--- src/rtl/mmu_pkg.sv ---
package mmu_pkg;
  typedef enum logic [1:0] {
    PTE_UNUSED  = 2'b00,
    PTE_VALID   = 2'b01,
    PTE_SWAPPED = 2'b10,
    PTE_RSVD    = 2'b11
  } pte_state_e;

  typedef enum logic [1:0] {
    FLT_NONE  = 2'b00,
    FLT_PAGE  = 2'b01,
    FLT_ABORT = 2'b10
  } fault_e;
endpackage

--- src/rtl/mmu_page_table.sv ---
module mmu_page_table #(
  parameter int ENTRIES = 16,
  parameter int IDX_W   = $clog2(ENTRIES),
  parameter int FRAME_W = 20
) (
  input  logic               clk_i,
  input  logic               rst_ni,
  input  logic               we_i,
  input  logic               sup_i,
  input  logic [IDX_W-1:0]   idx_i,
  input  logic [FRAME_W-1:0] frame_i,
  input  logic [1:0]         state_i,
  input  logic [IDX_W-1:0]   rd_idx_i,
  output logic [FRAME_W-1:0] rd_frame_o,
  output logic [1:0]         rd_state_o,
  output logic               prot_fault_o
);
  logic [ENTRIES-1:0][FRAME_W-1:0] frame_q;
  logic [ENTRIES-1:0][1:0]         state_q;
  logic                            wr_ok;

  assign wr_ok = we_i & sup_i;

  for (genvar e = 0; e < ENTRIES; e++) begin : g_entry
    always_ff @(posedge clk_i or negedge rst_ni) begin
      if (!rst_ni) begin
        frame_q[e] <= '0;
        state_q[e] <= 2'b00;
      end else if (wr_ok && idx_i == IDX_W'(e)) begin
        frame_q[e] <= frame_i;
        state_q[e] <= state_i;
      end
    end
  end

  always_ff @(posedge clk_i or negedge rst_ni) begin
    if (!rst_ni) prot_fault_o <= 1'b0;
    else         prot_fault_o <= we_i & ~sup_i;
  end

  // reads see pre-write contents
  assign rd_frame_o = frame_q[rd_idx_i];
  assign rd_state_o = state_q[rd_idx_i];

  assert_user_write_blocked_R8: assert property (@(posedge clk_i) disable iff (!rst_ni)
    (we_i && !sup_i) |=> ($stable(state_q) && $stable(frame_q)));

  assert_user_write_flagged_R8: assert property (@(posedge clk_i) disable iff (!rst_ni)
    (we_i && !sup_i) |=> prot_fault_o);

  assert_sup_write_clean_R8: assert property (@(posedge clk_i) disable iff (!rst_ni)
    (!we_i || sup_i) |=> !prot_fault_o);
endmodule

--- src/rtl/mmu_xlate.sv ---
module mmu_xlate
  import mmu_pkg::*;
#(
  parameter int VADDR_W   = 32,
  parameter int PADDR_W   = 32,
  parameter int PAGE_BITS = 12,
  parameter int IDX_W     = 4,
  parameter int FRAME_W   = PADDR_W - PAGE_BITS
) (
  input  logic [VADDR_W-1:0] vaddr_i,
  input  logic [FRAME_W-1:0] frame_i,
  input  logic [1:0]         state_i,
  output logic [IDX_W-1:0]   idx_o,
  output logic [PADDR_W-1:0] paddr_o,
  output logic [1:0]         fault_o
);
  localparam int HI_LSB = PAGE_BITS + IDX_W;

  logic in_range;

  assign idx_o = vaddr_i[HI_LSB-1:PAGE_BITS];

  if (HI_LSB < VADDR_W) begin : g_range
    assign in_range = ~|vaddr_i[VADDR_W-1:HI_LSB];
  end else begin : g_full
    assign in_range = 1'b1;
  end

  always_comb begin
    paddr_o = '0;
    fault_o = FLT_ABORT;
    if (in_range) begin
      unique case (state_i)
        PTE_VALID: begin
          paddr_o = {frame_i, vaddr_i[PAGE_BITS-1:0]};
          fault_o = FLT_NONE;
        end
        PTE_SWAPPED: fault_o = FLT_PAGE;
        default:     fault_o = FLT_ABORT;
      endcase
    end
  end
endmodule

--- src/rtl/paged_mmu.sv ---
module paged_mmu
  import mmu_pkg::*;
#(
  parameter int VADDR_W   = 32,
  parameter int PADDR_W   = 32,
  parameter int PAGE_BITS = 12,
  parameter int ENTRIES   = 16,
  localparam int IDX_W    = $clog2(ENTRIES),
  localparam int FRAME_W  = PADDR_W - PAGE_BITS
) (
  input  logic               clk_i,
  input  logic               rst_ni,
  input  logic               req_valid_i,
  input  logic [VADDR_W-1:0] req_vaddr_i,
  input  logic               tbl_we_i,
  input  logic               sup_i,
  input  logic [IDX_W-1:0]   tbl_idx_i,
  input  logic [FRAME_W-1:0] tbl_frame_i,
  input  logic [1:0]         tbl_state_i,
  output logic               rsp_valid_o,
  output logic [PADDR_W-1:0] rsp_paddr_o,
  output logic [1:0]         rsp_fault_o,
  output logic               wr_fault_o
);
  localparam int HI_LSB = PAGE_BITS + IDX_W;

  logic [IDX_W-1:0]   rd_idx;
  logic [FRAME_W-1:0] rd_frame;
  logic [1:0]         rd_state;
  logic [PADDR_W-1:0] xl_paddr;
  logic [1:0]         xl_fault;

  mmu_page_table #(
    .ENTRIES (ENTRIES),
    .IDX_W   (IDX_W),
    .FRAME_W (FRAME_W)
  ) u_table (
    .clk_i        (clk_i),
    .rst_ni       (rst_ni),
    .we_i         (tbl_we_i),
    .sup_i        (sup_i),
    .idx_i        (tbl_idx_i),
    .frame_i      (tbl_frame_i),
    .state_i      (tbl_state_i),
    .rd_idx_i     (rd_idx),
    .rd_frame_o   (rd_frame),
    .rd_state_o   (rd_state),
    .prot_fault_o (wr_fault_o)
  );

  mmu_xlate #(
    .VADDR_W   (VADDR_W),
    .PADDR_W   (PADDR_W),
    .PAGE_BITS (PAGE_BITS),
    .IDX_W     (IDX_W),
    .FRAME_W   (FRAME_W)
  ) u_xlate (
    .vaddr_i (req_vaddr_i),
    .frame_i (rd_frame),
    .state_i (rd_state),
    .idx_o   (rd_idx),
    .paddr_o (xl_paddr),
    .fault_o (xl_fault)
  );

  always_ff @(posedge clk_i or negedge rst_ni) begin
    if (!rst_ni) begin
      rsp_valid_o <= 1'b0;
      rsp_paddr_o <= '0;
      rsp_fault_o <= FLT_NONE;
    end else begin
      rsp_valid_o <= req_valid_i;
      if (req_valid_i) begin
        rsp_paddr_o <= xl_paddr;
        rsp_fault_o <= xl_fault;
      end
    end
  end

  assert_rsp_follows_req_R6: assert property (@(posedge clk_i) disable iff (!rst_ni)
    req_valid_i |=> rsp_valid_o);

  assert_no_spurious_rsp_R6: assert property (@(posedge clk_i) disable iff (!rst_ni)
    !req_valid_i |=> !rsp_valid_o);

  assert_offset_kept_R1: assert property (@(posedge clk_i) disable iff (!rst_ni)
    (rsp_valid_o && rsp_fault_o == FLT_NONE) |->
      rsp_paddr_o[PAGE_BITS-1:0] == $past(req_vaddr_i[PAGE_BITS-1:0]));

  assert_fault_zero_addr_R3: assert property (@(posedge clk_i) disable iff (!rst_ni)
    (rsp_valid_o && rsp_fault_o != FLT_NONE) |-> rsp_paddr_o == '0);

  assert_high_page_abort_R5: assert property (@(posedge clk_i) disable iff (!rst_ni)
    (req_valid_i && |req_vaddr_i[VADDR_W-1:HI_LSB]) |=> rsp_fault_o == FLT_ABORT);
endmodule

--- config.mk ---
export PLATFORM = sky130hd
export DESIGN_NAME = paged_mmu
export DESIGN_NICKNAME = d
export VERILOG_FILES = /design/src/rtl/mmu_pkg.sv /design/src/rtl/mmu_page_table.sv /design/src/rtl/mmu_xlate.sv /design/src/rtl/paged_mmu.sv
export SDC_FILE = /design/constraint.sdc
export NUM_CORES = 1
export LEC_CHECK = 0
export BUFFER_PORTS_ARGS = -buffer_cell sky130_fd_sc_hd__buf_2
export CAP_MARGIN = 5
export CELL_PAD_IN_SITES_DETAIL_PLACEMENT = 0
export CELL_PAD_IN_SITES_GLOBAL_PLACEMENT = 1
export CORE_MARGIN = 5
export CORE_UTILIZATION = 50
export CTS_CLUSTER_DIAMETER = 120
export DETAILED_ROUTE_END_ITERATION = 10
export HOLD_SLACK_MARGIN = 0.1
export MAX_ROUTING_LAYER = met4
export PLACE_DENSITY = 0.79
export RECOVER_POWER = 25
export SLEW_MARGIN = 10
export SYNTH_ARGS = -nofsm -noshare
export SYNTH_HDL_FRONTEND = slang
export SYNTH_SLANG_ARGS = --single-unit
--- constraint.sdc ---
create_clock -name clk_i -period 4.1 [get_ports clk_i]
set_clock_uncertainty 0.2 [all_clocks]
set_input_delay 0.205 -clock clk_i [delete_from_list [all_inputs] [get_ports clk_i]]
set_output_delay 0.205 -clock clk_i [all_outputs]
set_load 0.01 [all_outputs]
==> summary.txt <==
Synthesis
  – Avg Cell Area, Syn: 14.5 um^2
  – Commonest cells in the netlist: dfrtp_1 (388), mux2_2 (328), mux2i_1 (84)
  – Yosys top cell by area: dfrtp_1
  – Seq/Total Area, Yosys: 54.2%
  – Count leader, synth: dfrtp_1
  – Share of the synthesized area in the top cell type: 54.2%
  – FFs w/ async S/R, synth: 100%
  – Synthesized area: 0.0179 mm^2
  – Post-synth EDFFs: 0
  – Syn_nets: 1301
  – Distinct cells, synth: 43
  – Synth top area cells: dfrtp_1 (54%), mux2_2 (21%), mux2i_1 (4.7%)
  – Synthesized flop and latch total: 388
  – Synthesized instance count: 1236
  – Yosys Warn Count: 0
  – Synth Flop Type: dfrtp_1

Clock network
  – Clk buf depth: 3
  – Clk root buf: clkbuf_16
  – CTS buffer count: 42
  – Clk sinks: 388
  – TritonCTS clock tree: done
  – CTS clk-pin slew, worst paths: 60 ps
  – Clk Latency, worst-skew pair: 530 ps
  – H-tree lvl count: 2
  – Setup Fix Bufs, Post-CTS: 0

STA
  – Final Hold Viols: 0
  – Period Utilization, post-route: 69.1%
  – Setup TNS: 0 ps
  – Slew @ Worst Pin: 1530 ps
  – Unrepaired setup endpoints after global routing: no
  – Minimum clock period: 2840 ps
  – Final setup violating endpoints: 0
  – Slew HR: -2.02%
  – Slew Viols, Final: 62
  – FMAX: 353 MHz
  – Worst Hold Slack: 126 ps

Run status
  – Failing checks: max-capacitance violations, max-slew violations
  – Status: finished, violations left

Power
  – P per Cell Area: 494 mW/mm^2
  – Total power: 10100 uW
  – P_leak: 0.00947 uW
  – Max VDD drop: 0.000305 V

Die
  – Die Height: 199 um
  – Initial core utilization: 50.4%
  – Die X-Extent: 199 um
  – Core area: 0.0355 mm^2
  – Io pins: 99
  – # rows: 69
  – Die Area: 0.0397 mm^2

Worst setup path
  – Setup crit end kind: flip-flop
  – Crit path max fanout: 20
  – CP delay by family, top: multiplexers
  – CP max-delay cell: mux4_2
  – Crit Path Class: reg -> reg
  – CP required: 4310 ps
  – Critical Path Stages: 8
  – Crit path cell chain: mux4_2, mux4_2, ha_1, inv_1, buf_4, nor3_2, buf_4, a32o_1
  – Path depth of the worst reg2reg path: 8
  – Critical path launch point type: flip-flop
  – Slowest stage delay, CP: 500 ps
  – Crit path DAT: 3040 ps
  – Buffers and inverters on the worst path: 3

Cells and area
  – # diodes: 0
  – Synth-to-layout area growth: 14.2%
  – Share of layout cells above drive strength 1: 41.7%
  – Nets@finish: 1411

Run
  – MaxCap Viol Count: 1

Drt
  – Via density: 5.92
  – Antenna Nets Post-Route: 0
  – DRC viols: 0
  – DR WL/cell: 24.0 um
  – Routed WL: 44300 um
  – Drt initial violations: 693
  – Via count: 10900
  – First-pass iteration count of the detailed router: 5

GRT
  – Vias in the first global route: 11400
  – GRT Residual Overflow: 0
  – Largest net degree at the start of global routing: 114
  – First-pass GRT wire length: 68500 um
  – Initial antenna violation count: 0
  – GRT Total Usage: 23.0%

Placed design
  – Hpwl dp: 25000 um
  – PortBufs: 98
  – Final GP Congestion: 0.757

Hold path
  – Min-Delay Path Class: in -> async
==> logic make-up after synthesis <==
| logic type | share of synthesized area [%] |
|---|---|
| buffers and inverters | 3.52 |
| DFF | 54.2 |
| AOI/OAI and AO/OA | 5.47 |
| adders and majority gates | 0.140 |
| and+or+nand+nor | 2.57 |
| muxes | 34.1 |
==> final timing paths <==
kind                                                  start                               end  slack, ps
min in group clk_i                          req_vaddr_i[14]       rsp_paddr_o[30]$_DFFE_PN0P_        200
max in group asynchronous                            rst_ni   u_table.frame_q[71]$_DFFE_PN0P_       1570
max reg2reg                 u_table.state_q[22]$_DFFE_PN0P_       rsp_paddr_o[30]$_DFFE_PN0P_       1260
min                                                  rst_ni        rsp_paddr_o[3]$_DFFE_PN0P_        130
min reg2reg                u_table.frame_q[245]$_DFFE_PN0P_  u_table.frame_q[245]$_DFFE_PN0P_        280
max                         u_table.state_q[22]$_DFFE_PN0P_       rsp_paddr_o[30]$_DFFE_PN0P_       1260
==> stage by stage <==
stage / utilization (%) / cells / setup slack [ps] / instance area (um^2)
2_1_floorplan: - / 1236 / 1220 / 17900
3_3_place_gp: 52.8 / 1724 / 938 / 18700
3_5_place_dp: 52.8 / 1724 / 956 / 18700
4_1_cts: 57.8 / 1840 / 1270 / 20500
5_1_grt: 57.6 / 1840 / 1130 / 20400
6_report: 57.6 / 1840 / 1260 / 20400
==> power by group <==
group / leakage (uW) / internal [uW] / switching [uW]
registers: 0.00499 / 4510 / 334
clock network: 0.000693 / 2250 / 1480
logic: 0.00379 / 910 / 621
==> what timing repair did <==
item	in CTS	in global routing
gates resized for setup	0	0
hold buffers	39	0
hold endpoints to repair	475	0
==> per-layer routing <==
metal  GRT usage [%]  vias to the layer above  wire length, um
li1                -                     4795                -
met2            36.8                      220            21400
met1            32.2                     5845            20400
met3            3.00                       40             1820
met5               -                        -                0
met4            4.20                        0              569
==> worst reg2reg max path, cell delays in order, from the launching register on <==
cell and delay, ps:
dfrtp_1 390, mux4_2 470, mux4_2 500, ha_1 200, inv_1 50, buf_4 320
nor3_2 110, buf_4 240, a32o_1 260
==> sequential cells by signal, summed over array words and instances, names as in the netlist <==
register,cells
u_table.frame_q,320
rsp_paddr_o,32
u_table.state_q,32
rsp_fault_o,2
rsp_valid_o,1
u_table.prot_fault_o,1
==> cells in the final DEF, fill, tap and decap left out, types with 29 or more instances in the layout <==
master | Yosys | layout
buf_4 | 2 | 31
a22o_1 | 29 | 29
mux2_4 | 53 | 53
dfrtp_1 | 388 | 388
clkbuf_16 | 0 | 45
dlygate4sd3_1 | 0 | 39
mux2_2 | 328 | 328
clkbuf_1 | 39 | 50
buf_2 | 44 | 58
mux2i_1 | 84 | 84
mux2_1 | 44 | 44
==> cell type report <==
| cell class | count | area [um^2] |
|---|---|---|
| fill | 2831 | 15000 |
| sequential | 388 | 9710 |
| tap | 461 | 577 |
| multi-input combinational | 737 | 7610 |
| clock buffer | 66 | 1310 |
| clock inverter | 11 | 80.1 |
| timing repair buffer | 173 | 1140 |
| inverter | 4 | 15.0 |
(Power assumes the default switching activity.)
